File: config.mk
export PLATFORM = sky130hd
export DESIGN_NAME = burst_col_gen
export DESIGN_NICKNAME = d
export VERILOG_FILES = /design/src/rtl/burst_col_pkg.sv /design/src/rtl/burst_col_ctr.sv /design/src/rtl/burst_beat_fsm.sv /design/src/rtl/burst_col_gen.sv
export SDC_FILE = /design/constraint.sdc
export NUM_CORES = 1
export LEC_CHECK = 0
export BUFFER_PORTS_ARGS = -buffer_cell sky130_fd_sc_hd__buf_2
export CAP_MARGIN = 20
export CORE_MARGIN = 3
export CORE_UTILIZATION = 30
export DETAILED_ROUTE_END_ITERATION = 16
export PLACE_DENSITY = 0.63
export SLEW_MARGIN = 20
export SYNTH_ARGS = -nofsm -noshare
export SYNTH_HDL_FRONTEND = slang
export SYNTH_HIERARCHICAL = 1
export SYNTH_SLANG_ARGS = --single-unit
File: constraint.sdc
create_clock -name clk -period 1.1 [get_ports clk]
set_clock_uncertainty 0.05 [all_clocks]
set_input_delay 0.22 -clock clk [delete_from_list [all_inputs] [get_ports clk]]
set_output_delay 0.22 -clock clk [all_outputs]
set_load 0.02 [all_outputs]
File: src/rtl/burst_col_pkg.sv
package burst_col_pkg;

  typedef enum logic [1:0] {
    ST_HOLD = 2'd0,
    ST_BEAT = 2'd1,
    ST_PRE  = 2'd2
  } beat_state_t;

  localparam int WSEL_W = 2;
  localparam int WIN_W  = 4;

  // Bits of the column that count inside the selected wrap window.
  function automatic logic [WIN_W-1:0] win_mask(input logic [WSEL_W-1:0] sel);
    logic [WIN_W-1:0] m;
    case (sel)
      2'b00:   m = 4'b0001;
      2'b01:   m = 4'b0011;
      2'b10:   m = 4'b0111;
      default: m = 4'b1111;
    endcase
    return m;
  endfunction

endpackage

File: src/rtl/burst_col_ctr.sv
module burst_col_ctr
  import burst_col_pkg::*;
#(
  parameter int COL_W = 11
) (
  input  logic                 clk,
  input  logic                 rst_n,
  input  logic                 load_en_i,
  input  logic                 adv_en_i,
  input  logic [COL_W-1:0]     col_i,
  input  logic [WSEL_W-1:0]    wsel_i,
  output logic [COL_W-1:0]     col_o
);

  localparam int HI_W = COL_W - WIN_W;

  logic [COL_W-1:0]  col_q, col_d;
  logic [WSEL_W-1:0] wsel_q, wsel_d;
  logic [WIN_W-1:0]  lo, lo_inc, mask;
  logic              col_en;

  assign lo     = col_q[WIN_W-1:0];
  assign mask   = win_mask(wsel_q);
  assign lo_inc = lo + {{(WIN_W-1){1'b0}}, 1'b1};
  assign col_en = load_en_i | adv_en_i;

  always_comb begin
    col_d  = col_q;
    wsel_d = wsel_q;
    if (load_en_i) begin
      col_d  = col_i;
      wsel_d = wsel_i;
    end else if (adv_en_i) begin
      col_d = {col_q[COL_W-1:WIN_W], (lo & ~mask) | (lo_inc & mask)};
    end
  end

  always_ff @(posedge clk or negedge rst_n) begin
    if (!rst_n) begin
      col_q  <= '0;
      wsel_q <= '0;
    end else if (col_en) begin
      col_q  <= col_d;
      wsel_q <= wsel_d;
    end
  end

  assign col_o = col_q;

  if (HI_W < 1) begin : g_width_guard
    initial $display("burst_col_ctr: COL_W must exceed the window width");
  end

endmodule

File: src/rtl/burst_beat_fsm.sv
module burst_beat_fsm
  import burst_col_pkg::*;
#(
  parameter int ACK_TICKS = 2,
  parameter int RD_PRE    = 1,
  parameter int WR_PRE    = 2
) (
  input  logic clk,
  input  logic rst_n,
  input  logic load_i,
  input  logic rw_i,
  input  logic burst_req_n_i,
  output logic beat_o,
  output logic load_en_o,
  output logic adv_en_o
);

  localparam int MAX_AB = (ACK_TICKS > RD_PRE) ? ACK_TICKS : RD_PRE;
  localparam int MAX_T  = (MAX_AB > WR_PRE) ? MAX_AB : WR_PRE;
  localparam int CNT_W  = (MAX_T < 2) ? 1 : $clog2(MAX_T);
  localparam logic [CNT_W-1:0] ACK_LD = CNT_W'(ACK_TICKS - 1);
  localparam logic [CNT_W-1:0] RD_LD  = CNT_W'(RD_PRE - 1);
  localparam logic [CNT_W-1:0] WR_LD  = CNT_W'(WR_PRE - 1);

  beat_state_t      state_q, state_d;
  logic [CNT_W-1:0] cnt_q, cnt_d;
  logic             rd_q, rd_d;
  logic             cnt_zero;

  assign cnt_zero = (cnt_q == '0);

  always_comb begin
    state_d   = state_q;
    cnt_d     = cnt_q;
    rd_d      = rd_q;
    load_en_o = 1'b0;
    adv_en_o  = 1'b0;
    unique case (state_q)
      ST_HOLD: begin
        if (load_i) begin
          load_en_o = 1'b1;
          rd_d      = rw_i;
          cnt_d     = ACK_LD;
          state_d   = ST_BEAT;
        end
      end
      ST_BEAT: begin
        if (!cnt_zero) begin
          cnt_d = cnt_q - 1'b1;
        end else if (!burst_req_n_i) begin
          adv_en_o = 1'b1;
          cnt_d    = rd_q ? RD_LD : WR_LD;
          state_d  = ST_PRE;
        end else begin
          state_d = ST_HOLD;
        end
      end
      ST_PRE: begin
        if (!cnt_zero) begin
          cnt_d = cnt_q - 1'b1;
        end else begin
          cnt_d   = ACK_LD;
          state_d = ST_BEAT;
        end
      end
      default: state_d = ST_HOLD;
    endcase
  end

  always_ff @(posedge clk or negedge rst_n) begin
    if (!rst_n) begin
      state_q <= ST_HOLD;
      cnt_q   <= '0;
      rd_q    <= 1'b0;
    end else begin
      state_q <= state_d;
      cnt_q   <= cnt_d;
      rd_q    <= rd_d;
    end
  end

  assign beat_o = (state_q == ST_BEAT);

endmodule

File: src/rtl/burst_col_gen.sv
module burst_col_gen
  import burst_col_pkg::*;
#(
  parameter int COL_W     = 11,
  parameter int ACK_TICKS = 2,
  parameter int RD_PRE    = 1,
  parameter int WR_PRE    = 2
) (
  input  logic             clk,
  input  logic             rst_n,
  input  logic             load_i,
  input  logic [COL_W-1:0] col_i,
  input  logic [1:0]       wrap_sel_i,
  input  logic             rw_i,
  input  logic             burst_req_n_i,
  output logic [COL_W-1:0] col_o,
  output logic             cas_o,
  output logic             ack_o
);

  logic [1:0] rst_sync_q;
  logic       rst_int_n;
  logic       beat, load_en, adv_en;

  // Asynchronous assertion, synchronous release.
  always_ff @(posedge clk or negedge rst_n) begin
    if (!rst_n) rst_sync_q <= 2'b00;
    else        rst_sync_q <= {rst_sync_q[0], 1'b1};
  end
  assign rst_int_n = rst_sync_q[1];

  burst_beat_fsm #(
    .ACK_TICKS (ACK_TICKS),
    .RD_PRE    (RD_PRE),
    .WR_PRE    (WR_PRE)
  ) u_fsm (
    .clk           (clk),
    .rst_n         (rst_int_n),
    .load_i        (load_i),
    .rw_i          (rw_i),
    .burst_req_n_i (burst_req_n_i),
    .beat_o        (beat),
    .load_en_o     (load_en),
    .adv_en_o      (adv_en)
  );

  burst_col_ctr #(
    .COL_W (COL_W)
  ) u_ctr (
    .clk       (clk),
    .rst_n     (rst_int_n),
    .load_en_i (load_en),
    .adv_en_i  (adv_en),
    .col_i     (col_i),
    .wsel_i    (wrap_sel_i),
    .col_o     (col_o)
  );

  assign cas_o = beat;
  assign ack_o = beat;

endmodule

==> flow_summary.toml, run 1 <==
[job]
maxCapViolations = 0

[floorplan]
num_rows = 19
fp.coreArea_mm2 = 0.002853
die_w_um = 61.59
start_util = 0.3250
io_pins = 31
die_h_um = 61.59
die_area_mm2 = 0.003793

[min_path]
hold_path.class = "in2reg"

[sta]
slew_viol_final = 0
finalSetupViolCount = 30
rsz0062_at_grt = "yes"
fin_setup_tns_ns = -9.911
setup_ws_ns = -0.5702
period_share = 1.518
fmax_ghz = 0.5987
hold_viol_final = 0
post-route-min-period_ns = 1.670

[place]
dp_hpwl_um = 1621
finalWeightedCongestion = 0.7884
io_buffers = 30

[synth]
synth_fa_ha_area_frac = 0.06748
synth_cell_type_count = 30
muxShareOfSynthArea = 0.1565
synth_xor_area_frac = 0.01889
synthCells = 76
synth_edf_count = 0
synth-main-ff-cell = "dfrtp_1"
synth_compound_area_frac = 0.09582
ys_ff_latch = 19
synthArstFlopShare = 1.000
synth_top_family_by_area = "multiplexers"
ys_seq_area_frac = 0.5128
syn-cell-area_um2 = 927.1
synth_fp_nets = 99
synthSimpleGateAreaFrac = 0.09717
syn_area_per_cell_um2 = 12.20
yosys_warnings = 6

[layout]
diodes = 0
syn2layout_area_growth_pct = 68.83
fill_cells = 246
layout-drive-gt1-share = 0.6296
final_nets = 159

[cts]
clkSinkCount = 19
cts_tree = "built"
cts_buffer_depth = 2
clk_transition_reported_paths_ns = 0.11
htreeDepth = 1
clk_latency_ns = 0.30
tritoncts.num_buffers = 3
cts_root_buf = "clkbuf_4"

[pwr]
vdd_ir_drop_max_mv = 1.716
p_leak_uw = 0.0007553
p_per_area_mw_per_mm2 = 3189
p_total_uw = 4991

[global_route]
grt_pass1_wl_um = 3643
grt_overflow = 0
grt_pass1_vias = 839
grt_max_degree = 17
antenna_found_initial = 0
track_usage = 0.1336

[drt]
wl_per_cell_um = 14.56
drtIter0Drc = 4
avgViaCountPerCell = 4.813
dr_total_vias = 799
dr.pass1.iters = 3
ant_nets = 0
routed_wl_um = 2417
drc = 0

[worst_setup_path]
crit_required_ns = 1.24
critical_path_class = "reg2reg"
slowest_delay_ns = 0.43
cp_cell_sequence = "buf_4 -> buf_6 -> inv_4 -> ha_4 -> and2_4 -> buf_12 -> mux2_2"
worst-path-buf-inv = 4
crit_path_max_fanout = 8
cp-end-kind = "flop"
worst_path_max_delay_cell = "dfrtp_1"
startpoint_type = "flop"
rrSetupSlack_ns = -0.57
critPathArrivalTime_ns = 1.81
critPathTopFamily = "buffers and inverters"

[status]
violations = "setup timing"
outcome = "complete, but fails checks"
-- worst min-delay path: cells and delay by family --
| kind | cells | cell delay [ns] |
|---|---|---|
| AO/OA/AOI/OAI | 1 | 0.05 |
| AND/OR/NAND/NOR | 1 | 0.05 |
| buffers and inverters | 1 | 0.09 |
-- worst paths after layout --
check | start | endpoint | depth (start not counted)
setup / recovery | u_fsm/state_q[0]$_DFFE_PN0P_ | flop | 7
hold / removal | col_i[2] | flop | 3
setup reg to reg | u_fsm/state_q[0]$_DFFE_PN0P_ | flop | 7
hold reg to reg | rst_sync_q[1]$_DFF_PN0_ | u_fsm/cnt_q$_DFFE_PN0P_ | 1
max in group asynchronous | rst_sync_q[1]$_DFF_PN0_ | u_ctr/col_o[9]$_DFFE_PN0P_ | 1
min in group asynchronous | rst_sync_q[1]$_DFF_PN0_ | u_fsm/cnt_q$_DFFE_PN0P_ | 1
-- cell usage in the layout, fill, tap and decap left out, types with 2 or more instances in the layout --
cell type | Yosys | layout
o21ai_1 | 2 | 3
buf_2 | 2 | 17
buf_4 | 1 | 17
buf_6 | 1 | 22
nor2_1 | 2 | 2
ha_1 | 5 | 2
dfrtp_1 | 19 | 19
clkbuf_4 | 0 | 3
mux2_4 | 0 | 7
inv_1 | 4 | 2
o21ai_0 | 4 | 2
nand2b_1 | 2 | 2
ha_4 | 0 | 3
mux2_2 | 9 | 4
nand2_1 | 5 | 4
-- cell type report --
class | instances | area (µm²) | share of cell area
clock inverters | 1 | 5.005 | 0.003197
repair buffers | 59 | 515.5 | 0.3293
clock buffers | 3 | 22.52 | 0.01439
well taps | 31 | 38.79 | 0.02478
inverters | 4 | 17.52 | 0.01119
flip-flops and latches | 19 | 475.5 | 0.3038
multi-input cells | 49 | 490.5 | 0.3133
-- Yosys cell counts, types with 2 or more instances --
| master | n | area, µm² |
|---|---|---|
| nor2_1 | 2 | 7.510 |
| ha_1 | 5 | 62.56 |
| dfrtp_1 | 19 | 475.5 |
| nand2b_1 | 2 | 12.51 |
| o21ai_1 | 2 | 10.01 |
| nand2_1 | 5 | 18.77 |
| o21ai_0 | 4 | 20.02 |
| mux2_2 | 9 | 101.4 |
| inv_1 | 4 | 15.01 |
| buf_2 | 2 | 10.01 |
| mux2_1 | 3 | 33.78 |
-- report_power, final --
| group | internal [µW] | switching (µW) | total [µW] |
|---|---|---|---|
| clock | 135 | 217 | 353 |
| combinational | 2000 | 1360 | 3360 |
| sequential | 1030 | 252 | 1280 |
-- kinds of logic after synthesis --
family / after synthesis
AO/OA/AOI/OAI: 13
other: 1
buffers and inverters: 8
AND/OR/NAND/NOR: 15
flip-flops: 19
multiplexers: 13
XOR/XNOR: 2
adder cells (fa/ha/maj): 5
-- what timing repair did --
action                                  in CTS  in global routing
hold endpoints to repair                     2                  0
setup buffers                                5                  5
resized for setup                           38                 16
endpoints found under the setup margin      30                 30
cloned                                       0                  1
pin swaps                                    2                  1
hold buffers                                 1                  0
-- routing by layer --
layer | vias up | share of wire | track usage
li1 | 380 | - | -
met1 | 389 | 0.37 | 0.1471
met3 | 8 | 0.046 | 0.04193
met5 | - | 0 | 0
met2 | 22 | 0.56 | 0.2347
met4 | 0 | 0.026 | 0.05758
-- stage by stage --
stage | setup WS [ns] | hold slack, ns | instances | instance area, µm² | utilization
floorplan | -0.6453 | -0.1256 | 76 | 953.4 | -
global placement | -0.4410 | -0.04315 | 150 | 1245 | 0.4364
detailed placement | -0.4853 | -0.04351 | 150 | 1245 | 0.4364
CTS | -0.5506 | 0.07544 | 160 | 1439 | 0.5044
global route | -0.6441 | 0.08054 | 166 | 1565 | 0.5487
finish | -0.5702 | 0.08411 | 166 | 1565 | 0.5487
(Power assumes the default switching activity.)
==> inputs of run 2 (changes only) <==
--- a/config.mk
+++ b/config.mk
@@ -7,10 +7,12 @@
 export LEC_CHECK = 0
 export BUFFER_PORTS_ARGS = -buffer_cell sky130_fd_sc_hd__buf_2
 export CAP_MARGIN = 20
+export CELL_PAD_IN_SITES_DETAIL_PLACEMENT = 0
+export CELL_PAD_IN_SITES_GLOBAL_PLACEMENT = 1
 export CORE_MARGIN = 3
-export CORE_UTILIZATION = 30
+export CORE_UTILIZATION = 37
 export DETAILED_ROUTE_END_ITERATION = 16
-export PLACE_DENSITY = 0.63
+export PLACE_DENSITY = 0.87
 export SLEW_MARGIN = 20
 export SYNTH_ARGS = -nofsm -noshare
 export SYNTH_HDL_FRONTEND = slang
==> constraint.sdc (replaced) <==
create_clock -name clk -period 1.92 [get_ports clk]
set_clock_uncertainty 0.05 [all_clocks]
set_input_delay 0.384 -clock clk [delete_from_list [all_inputs] [get_ports clk]]
set_output_delay 0.384 -clock clk [all_outputs]
set_load 0.02 [all_outputs]
==> run 2 against run 1 <==
The flow now finishes without violations. Non-clock buffer count shrank 26. Hold slack gained 0.16 ns. Utilization decreased by 5.4 points. Combinational power fell by 72%. Largest power group unchanged.
==> flow_summary.toml, run 2 (same netlist as run 1, synthesis figures left out) <==
[status]
outcome = "finished clean"

[floorplan]
die_w_um = 56.06
die_area_mm2 = 0.003142
io_pins = 31
start_util = 0.4036
num_rows = 17
die_h_um = 56.06
fp.coreArea_mm2 = 0.002297

[cts]
clk_transition_reported_paths_ns = 0.10
cts_tree = "built"
clk_latency_ns = 0.29
clkSinkCount = 19
cts_buffer_depth = 2
htreeDepth = 1
cts_root_buf = "clkbuf_4"
tritoncts.num_buffers = 3
cts_resized = 0

[sta]
finalSetupViolCount = 0
worst_pin_slew_ns = 0.7186
rsz0062_at_grt = "no"
relSlewSlack = 0.5209
slew_viol_final = 0
post-route-min-period_ns = 1.808
period_share = 0.9415
hold_viol_final = 0
fmax_ghz = 0.5532
fin_setup_tns_ns = 0

[drt]
routed_wl_um = 1769
dr.pass1.iters = 3
ant_nets = 0
drtIter0Drc = 14
avgViaCountPerCell = 4.803
wl_per_cell_um = 12.91
dr_total_vias = 658
drc = 0

[pwr]
p_total_uw = 1899
vdd_ir_drop_max_mv = 0.7306
p_per_area_mw_per_mm2 = 1670
p_leak_uw = 0.0005419

[worst_setup_path]
crit_required_ns = 2.05
worst-path-buf-inv = 1
critPathTopFamily = "multiplexers"
critPathArrivalTime_ns = 1.94
cp_cell_sequence = "inv_1 -> ha_2 -> nor3b_4 -> o21ai_1 -> mux2_1 -> mux2_2"
crit_path_max_fanout = 5
slowest_delay_ns = 0.44
cp-end-kind = "flop"
worst_path_max_delay_cell = "dfrtp_1"
startpoint_type = "flop"
critical_path_class = "reg2reg"

[global_route]
antenna_found_initial = 0
grt_max_degree = 18
grt_pass1_vias = 715
grt_pass1_wl_um = 3063
grt_overflow = 0
track_usage = 0.1235

[layout]
layout-drive-gt1-share = 0.4404
final_common_cell = "buf_2"
syn2layout_area_growth_pct = 22.67
final_util = 0.4951
final_nets = 133
final_cell_mix = "30 x buf_2, 19 x dfrtp_1, 9 x mux2_2, 5 x nand2_1"
diodes = 0

[job]
maxCapViolations = 0

[place]
finalWeightedCongestion = 0.8248
io_buffers = 30

[min_path]
hold_path.class = "reg2async"
## run 2: cell types whose count changed in the layout (fill, tap and decap cells not counted), moves of 2 or more
cell / delta
ha_1: +2
buf_4: -15
mux2_2: +5
buf_2: +13
mux2_1: +2
buf_6: -22
ha_4: -3
mux2_4: -7
o21ai_0: +2
inv_1: +2
## run 2: final cells by class
cell class                 instances  area, µm²
tap                               28      35.03
clock buffer                       4      26.28
inverter                           4      15.01
fill                             221       1160
timing repair buffer              33      175.2
multi-input combinational         49      410.4
sequential                        19      475.5
## run 2: power by group
part / leakage [µW] / internal, µW / switching [µW]
Sequential: 0.000225 / 589 / 162
Clock: 0.0000150 / 80.7 / 116
Combinational: 0.000302 / 443 / 508
Total: 0.000542 / 1110 / 787
## run 2: path summary, 6_finish.rpt
| kind | from | end | depth (start not counted) | slack, ns |
|---|---|---|---|---|
| min reg2reg | rst_sync_q[1]$_DFF_PN0_ | u_ctr/col_o[5]$_DFFE_PN0P_ | 0 | 0.25 |
| max in group asynchronous | rst_sync_q[1]$_DFF_PN0_ | u_fsm/state_q[1]$_DFFE_PN0P_ | 0 | 1.12 |
| max reg2reg | u_fsm/state_q[1]$_DFFE_PN0P_ | flop | 6 | 0.11 |
| min in group clk | col_i[0] | u_ctr/col_o[0]$_DFFE_PN0P_ | 3 | 0.25 |
| max | u_fsm/state_q[1]$_DFFE_PN0P_ | flop | 6 | 0.11 |
| min | rst_sync_q[1]$_DFF_PN0_ | u_ctr/col_o[5]$_DFFE_PN0P_ | 0 | 0.25 |
## run 2: timing repair
item	4_1_cts	5_1_grt
hold buffers	1	0
endpoints found under the hold margin	2	0
setup buffers	0	0
## run 2: metrics by stage
step | worst slack [ns] | area [µm²] | hold slack, ns | instances
2_1_floorplan | 0.06871 | 929.6 | 0.03841 | 76
3_3_place_gp | 0.1956 | 1101 | 0.1193 | 132
3_5_place_dp | 0.1312 | 1101 | 0.1217 | 132
4_1_cts | 0.1177 | 1137 | 0.2403 | 137
5_1_grt | 0.04160 | 1137 | 0.2404 | 137
6_report | 0.1123 | 1137 | 0.2485 | 137
## run 2: metal layers
metal | GRT usage | routed length (µm) | vias to the layer above
met5 | 0 | 0 | -
met4 | 0.05085 | 13 | 0
met3 | 0.03016 | 82 | 2
met2 | 0.2354 | 893 | 13
met1 | 0.1257 | 780 | 318
li1 | - | - | 325
==> inputs of run 3 (changes only) <==
--- a/config.mk
+++ b/config.mk
@@ -11,6 +11,7 @@
 export CELL_PAD_IN_SITES_GLOBAL_PLACEMENT = 1
 export CORE_MARGIN = 3
 export CORE_UTILIZATION = 37
+export CTS_BUF_LIST = sky130_fd_sc_hd__clkbuf_16
 export DETAILED_ROUTE_END_ITERATION = 16
 export PLACE_DENSITY = 0.87
 export SLEW_MARGIN = 20
==> run 3 against run 2 <==
Wire length up 1.4%. Combinational power hardly changed. Power up 11%. Hold slack improved by 0.0035 ns. Global-route usage is 0.14 points higher. Sequential share of layout area down 1.8 points. Non-clock buffer count stayed put.
==> flow_summary.toml, run 3 (same netlist as run 1, synthesis figures left out) <==
[drt]
drtIter0Drc = 7
wl_per_cell_um = 13.09
dr.pass1.iters = 2
dr_total_vias = 659
routed_wl_um = 1794
avgViaCountPerCell = 4.810
drc = 0
ant_nets = 0

[layout]
final_util = 0.5180
layout-drive-gt1-share = 0.4404
fill_cells = 212
diodes = 0
design_area_mm2 = 0.001190
final_nets = 133
register_area_um2 = 475.5
final_cell_mix = "30 x buf_2, 19 x dfrtp_1, 9 x mux2_2, 5 x inv_1, 5 x nand2_1"
syn2layout_area_growth_pct = 28.34
multi_input_area_um2 = 410.4
final_common_cell = "buf_2"

[sta]
finalSetupViolCount = 0
rsz0062_at_grt = "no"
slew_viol_final = 0
fmax_ghz = 0.5593
fin_setup_tns_ns = 0
period_share = 0.9313
whs_ns = 0.2520
hold_viol_final = 0
post-route-min-period_ns = 1.788
worst_pin_slew_ns = 0.7268
relSlewSlack = 0.5155

[cts]
htreeDepth = 1
tritoncts.num_buffers = 3
cts_tree = "built"
clkSinkCount = 19
clk_transition_reported_paths_ns = 0.05
cts_buffer_depth = 2
cts_root_buf = "clkbuf_16"
clk_latency_ns = 0.24

[floorplan]
die_w_um = 56.06
start_util = 0.4036
fp.coreArea_mm2 = 0.002297
num_rows = 17
die_h_um = 56.06
io_pins = 31
die_area_mm2 = 0.003142

[job]
maxCapViolations = 0

[worst_setup_path]
crit_path_max_fanout = 5
crit_required_ns = 2.00
r2r-start = "u_fsm/state_q[1]$_DFFE_PN0P_"
worst_path_max_delay_cell = "dfrtp_1"
startpoint = "u_fsm/state_q[1]$_DFFE_PN0P_"
reg2regPathDepth = 6
worst-path-buf-inv = 1
slowest_delay_ns = 0.42
critPathArrivalTime_ns = 1.87
cp-end-kind = "flop"
critical_path_class = "reg2reg"
startpoint_type = "flop"
cp_cell_sequence = "inv_1 -> ha_2 -> nor3b_4 -> o21ai_1 -> mux2_1 -> mux2_2"
critPathTopFamily = "multiplexers"
crit_cells = 6

[global_route]
track_usage = 0.1249
grt_max_degree = 18
grt_pass1_vias = 722
antenna_found_initial = 0
grt_pass1_wl_um = 3105
grt_overflow = 0

[pwr]
vdd_ir_drop_max_mv = 0.8984
p_per_area_mw_per_mm2 = 1779
p_leak_uw = 0.0005692

[place]
finalWeightedCongestion = 0.8248
io_buffers = 30
post_dp_cell_area_mm2 = 0.001101

[status]
outcome = "finished clean"

[min_path]
hold_path.class = "reg2async"
==> run 3: final timing paths <==
check | to | slack, ns
setup / recovery | flop | 0.13
hold / removal | u_ctr/col_o[5]$_DFFE_PN0P_ | 0.25
setup reg to reg | flop | 0.13
hold reg to reg | u_ctr/col_o[5]$_DFFE_PN0P_ | 0.25
max in group asynchronous | async pin | 1.11
min in group clk | u_ctr/col_o[0]$_DFFE_PN0P_ | 0.30
==> run 3: power breakdown <==
part | total (µW) | leakage, µW | internal [µW] | switching [µW]
clock | 412 | 0.0000423 | 276 | 135
combinational | 951 | 0.000302 | 443 | 508
sequential | 754 | 0.000225 | 591 | 163
==> run 3: area by class of cell <==
type                    count  share of cell area
inverters                   4             0.01262
well taps                  28             0.02944
flip-flops and latches     19              0.3996
clock buffers               3             0.06309
repair buffers             33              0.1472
multi-input cells          49              0.3449
clock inverters             1            0.003155
==> run 3: per-stage QoR <==
stage | worst slack [ns] | power (µW) | instances
final | 0.1319 | 2117 | 137
after global routing | 0.05079 | 2274 | 137
after detailed placement | 0.1312 | 1720 | 132
after global placement | 0.1956 | 1683 | 132
after CTS | 0.1256 | 2147 | 137
after floorplan | 0.06871 | 1476 | 76
==> run 3: what timing repair did <==
| action | in CTS | in global routing |
|---|---|---|
| gates resized for setup | 0 | 0 |
| hold buffers | 1 | 0 |
| hold endpoints to repair | 2 | 0 |
| setup buffers | 0 | 0 |
==> run 3: metal layers <==
layer  vias to the layer above  routed length [µm]  track usage  part of all wire
li1                        327                   -            -                 -
met3                         2                  74      0.02320             0.041
met1                       317                 783       0.1315              0.44
met2                        13                 922       0.2387              0.51
met5                         -                   0            0                 0
met4                         0                  13      0.05085            0.0072
